<file path="src/rtl/burst_addr_gen.sv">
module burst_addr_gen #(
  parameter int ADDR_W = 15,
  parameter int DATA_W = 36
) (
  input  logic              clk,
  input  logic              strb_n,
  input  logic              cnt_en_n,
  input  logic              clr_n,
  input  logic              rdbk,
  input  logic [ADDR_W-1:0] ext_addr,
  output logic [ADDR_W-1:0] addr,
  output logic [DATA_W-1:0] rd_data
);
  localparam int PAD_W = DATA_W - ADDR_W;

  logic              do_load;
  logic              do_step;
  logic [ADDR_W-1:0] cnt_q;

  assign do_load = !rdbk && !strb_n && !cnt_en_n;
  assign do_step = !rdbk &&  strb_n && !cnt_en_n;

  always_ff @(posedge clk) begin
    if (!clr_n)       cnt_q <= '0;
    else if (do_load) cnt_q <= ext_addr;
    else if (do_step) cnt_q <= cnt_q + 1'b1;
  end

  assign addr    = cnt_q;
  assign rd_data = rdbk ? {{PAD_W{1'b0}}, cnt_q} : '0;
endmodule


</file>
<file path="config.mk">
export PLATFORM = sky130hd
export DESIGN_NAME = burst_addr_gen
export DESIGN_NICKNAME = d
export VERILOG_FILES = /design/src/rtl/burst_addr_gen.sv
export SDC_FILE = /design/constraint.sdc
export NUM_CORES = 1
export LEC_CHECK = 0
export ABC_AREA = 1
export BUFFER_PORTS_ARGS = -buffer_cell sky130_fd_sc_hd__buf_2
export CAP_MARGIN = 20
export CORE_ASPECT_RATIO = 1.25
export CORE_MARGIN = 4
export CORE_UTILIZATION = 28
export DETAILED_ROUTE_END_ITERATION = 10
export GPL_TIMING_DRIVEN = 0
export PLACE_DENSITY = 0.59
export SETUP_SLACK_MARGIN = 0.02
export SLEW_MARGIN = 20
export SYNTH_ARGS = -nofsm -noshare
export SYNTH_HDL_FRONTEND = slang
export SYNTH_SLANG_ARGS = --single-unit
export TNS_END_PERCENT = 10
</file>
<file path="constraint.sdc">
create_clock -name clk -period 1.7 [get_ports clk]
set_clock_uncertainty 0.15 [all_clocks]
set_input_delay 0.34 -clock clk [delete_from_list [all_inputs] [get_ports clk]]
set_output_delay 0.34 -clock clk [all_outputs]
set_load 0.01 [all_outputs]
</file>
* Word-level counts from Yosys, hierarchy flattened *
Cells that the tools add are included.
W data, S select, Z words.

storage, ports and cells
  register bits = 15
  input port bits = 20
  output and inout port bits = 51
  word-level logic and storage cells = 13

cells by class
  add/sub/neg operators = 1
  mux-type cells = 3
  reduce and logical (&&, ||, !) cells = 8

operators with widths
  operator                 number
  $mux W15                 3
  $add A15 B1 Y15 const B  1
  $logic_and A1 B1 Y1      4
  $logic_not A1 Y1         3
  $reduce_bool A2 Y1       1

* Depth between registers and ports, before layout *
  word-level depth = 5
  mapped depth = 9
  depth with buffers taken out = 8

* Worst setup path before layout *
Ideal clock, no wire load.

  path kind = reg2reg
  from = register cnt_q[0] (netlist: addr[0])
  to = register cnt_q[12] (netlist: addr[12])
  library setup time = 124 ps
  data arrival time = 1241 ps
  required time = 1426 ps
  slack = 184 ps
  stages on the path, launching flop included = 9
  buffers on the path = 0
  period minus slack after synthesis = 1516 ps
  path through = dfxtp_1 > ha_1 > nand2_1 > nor2_1 > nand3_1 > nand2_1 > nand3_1 > nand2_1 > a21oi_1

between the ends
  word-level cells in the longest chain between the ends = 3

ends and longest elaborated chain
  item                      RTL line  RTL
  start: declaration        18        logic [ADDR_W-1:0] cnt_q;
  start signal: assignment  25        else if (do_load) cnt_q <= ext_addr;
  start signal: assignment  26        else if (do_step) cnt_q <= cnt_q + 1'b1;
  $add A15 B1 Y15           26
  $mux W15                  26
  $mux W15                  25

Every way passes these cells. The select of a mux whose other input is x is not followed.
A chain may end at the register's enable or synchronous reset.

* Final worst setup path *
  from = register cnt_q[0] (netlist: addr[0])
  to = register cnt_q[8] (netlist: addr[8])

The elaborated chain is that of the path after synthesis.

==> results_dict.tcl <==
set metrics [dict create \
    post-route-period-util 0.8989 \
    hold_viol 0 \
    num-nets-final 310 \
    die_area_um2 5819 \
    htreeDepth 1 \
    die_x_um 69.03 \
    drive_gt1_frac 0.3229 \
    grt_overflow 0 \
    timing.hold.ws_ns 0.2214 \
    syn-cell-area_um2 1304 \
    path_clk_slew_ns 0.07 \
    worstPathCellList "ha_1 > nand3_2 > nor3_2 > nand3_1 > o211ai_1 > a21oi_1" \
    cts_tree "built" \
    post_drt_wl_per_cell_um 10.95 \
    wl_um 3790 \
    ios 71 \
    cts_made_buffers 3 \
    end_kind "flop" \
    startpoint "addr[0]$_SDFFE_PN0P_" \
    max-clock-path-buffers 2 \
    synth_edf_count 0 \
    maxSlewViolCount 0 \
    initial_core_util 0.2924 \
    pwr-share-clk 0.338 \
    yosys_warnings 0 \
    slowest_stage "dfxtp_2" \
    cap_violations 0 \
    ys_seq_area_frac 0.2303 \
    seqPwrFrac 0.431 \
    crit_required_ns 1.69 \
    synth-main-ff-cell "dfxtp_1" \
    antenna_found_initial 0 \
    stdcell_count 346 \
    synth_area_per_cell_um2 6.008 \
    drc 0 \
    worstHoldStart "clr_n" \
    status "completed" \
    antenna_left 0 \
    dp_cells 343 \
    powerDensity_nw_per_um2 518.2 \
    grt_pass1_vias 1441 \
    met2_usage 0.2344 \
    drt_iter0_drc 27 \
    antenna_cells 0 \
    ir_drop_v 0.0001614 \
    cp.arrival_ns 1.52 \
    num_vias 1498 \
    setup_violations 0 \
    netlist_instances 217 \
    slowest_delay_ns 0.38 \
    ys_ff_latch 15 \
    top_usage_layer "met2" \
    grt_pass1_wl_um 6230 \
    root_buffer "clkbuf_8" \
    grt_usage 0.1276 \
    core_area_um2 4459 \
    final_cell_mix "nand2_1 (62), buf_2 (49), inv_1 (34)" \
    leakage_nw 0.9845 \
    die_y_um 84.29 \
    crit_fanout 7 \
    netSwitchingFraction 0.3159 \
    path_buf_inv 0 \
    rsz0062_at_grt "false" \
    power_mw 0.9129 \
    rr_startpoint "addr[0]$_SDFFE_PN0P_" \
    fin_setup_tns_ns 0 \
    min_path_type "in2reg" \
    fmax_mhz 654.4 \
    postCtsSetupRepairBufs 0 \
    gp_congestion 0.8158 \
    cp_top_family "simple AND/OR/NAND/NOR gates" \
    cts_sinks 15 \
    routed_via_density 4.329 \
    port_buffers 48 \
    async_flop_share 0 \
    worstSetupPathType "reg2reg" \
    dp_hpwl_um 2957 \
    grtUsageMet3 0.02994 \
    grt_start_max_net_pins 11 \
    cp-start-kind "flop" \
    timing.final.crit_period_ns 1.528 \
    ys_types 28 \
    area_delta_synth_final_pct 35.12 \
    internal-power_mw 0.6245 \
    rows 27 \
    largest_reg_flops 15 \
    p_sw_mw 0.2884 \
    first_pass_iters 4 \
    use_met1 0.1466 \
    p_comb_frac 0.232 \
    worstSkewPairLatency_ns 0.25 \
    fin_util 0.3951 \
    final_common_cell "nand2_1" \
]
-- synth_stat cells (2+ instances only) --
library cell  instances  share of area
o21ai_0               6          0.023
nand4_1               5          0.024
nand2_2               2         0.0096
a31oi_1               2         0.0096
nor2_1               19          0.055
buf_4                23           0.13
inv_1                34          0.098
o211ai_1              4          0.023
inv_2                 2         0.0058
a21oi_1               7          0.027
nand2_1              62           0.18
nor2_2                2         0.0096
dfxtp_1              15           0.23
a211oi_1              3          0.017
nand3_1              18          0.069
-- final timing paths --
check / to / depth (start not counted) / slack [ns]
max: addr[8]$_SDFFE_PN0P_ / 6 / 0.17
min: addr[1]$_SDFFE_PN0P_ / 3 / 0.22
max reg2reg: addr[8]$_SDFFE_PN0P_ / 6 / 0.17
min reg2reg: addr[0]$_SDFFE_PN0P_ / 1 / 0.34
-- metal layers --
layer	wire length, um	part of all wire
met4	69	0.018
met1	1593	0.42
met5	0	0
met3	293	0.077
met2	1833	0.48
-- kinds of logic after synthesis --
logic type,after synthesis,synth area share
AO/OA/AOI/OAI,24,0.1132
XOR/XNOR,1,0.006719
adder cells (fa/ha/maj),1,0.009595
buffers and inverters,62,0.2514
flip-flops,15,0.2303
other,1,0.002876
AND/OR/NAND/NOR,113,0.3858
-- power groups by stage --
stage | registers (mW) | logic (mW) | clock network [mW]
after global routing | 0.397 | 0.238 | 0.324
after detailed placement | 0.400 | 0.211 | 0
after CTS | 0.392 | 0.211 | 0.314
final | 0.393 | 0.212 | 0.308
after global placement | 0.400 | 0.210 | 0
after floorplan | 0.401 | 0.137 | 0
-- worst register-to-register path, cell delays in order (launching register included) --
cell	delay (ns)
dfxtp_2	0.38
ha_1	0.24
nand3_2	0.15
nor3_2	0.23
nand3_1	0.09
o211ai_1	0.11
a21oi_1	0.06
-- metrics by stage --
stage / setup slack, ns / area, um2
after global routing: 0.01987 / 1762
final: 0.1719 / 1762
after CTS: 0.03157 / 1738
after detailed placement: 0.03555 / 1692
after floorplan: 0.1843 / 1379
after global placement: 0.04954 / 1692
-- timing repair --
action / in CTS / in global routing
hold buffers: 0 / 0
resized for setup: 0 / 8
endpoints found under the setup margin: 0 / 16
-- final cells by class --
type,count,area [um2]
Fill cell,521,2698
Clock inverter,1,5.005
Timing Repair Buffer,48,240.2
Buffer,25,188.9
Inverter,36,135.1
Multi-Input combinational cell,160,775.7
Tap cell,58,72.57
Clock buffer,3,41.29
Sequential cell,15,302.8
Power figures use the tool's default switching activity.
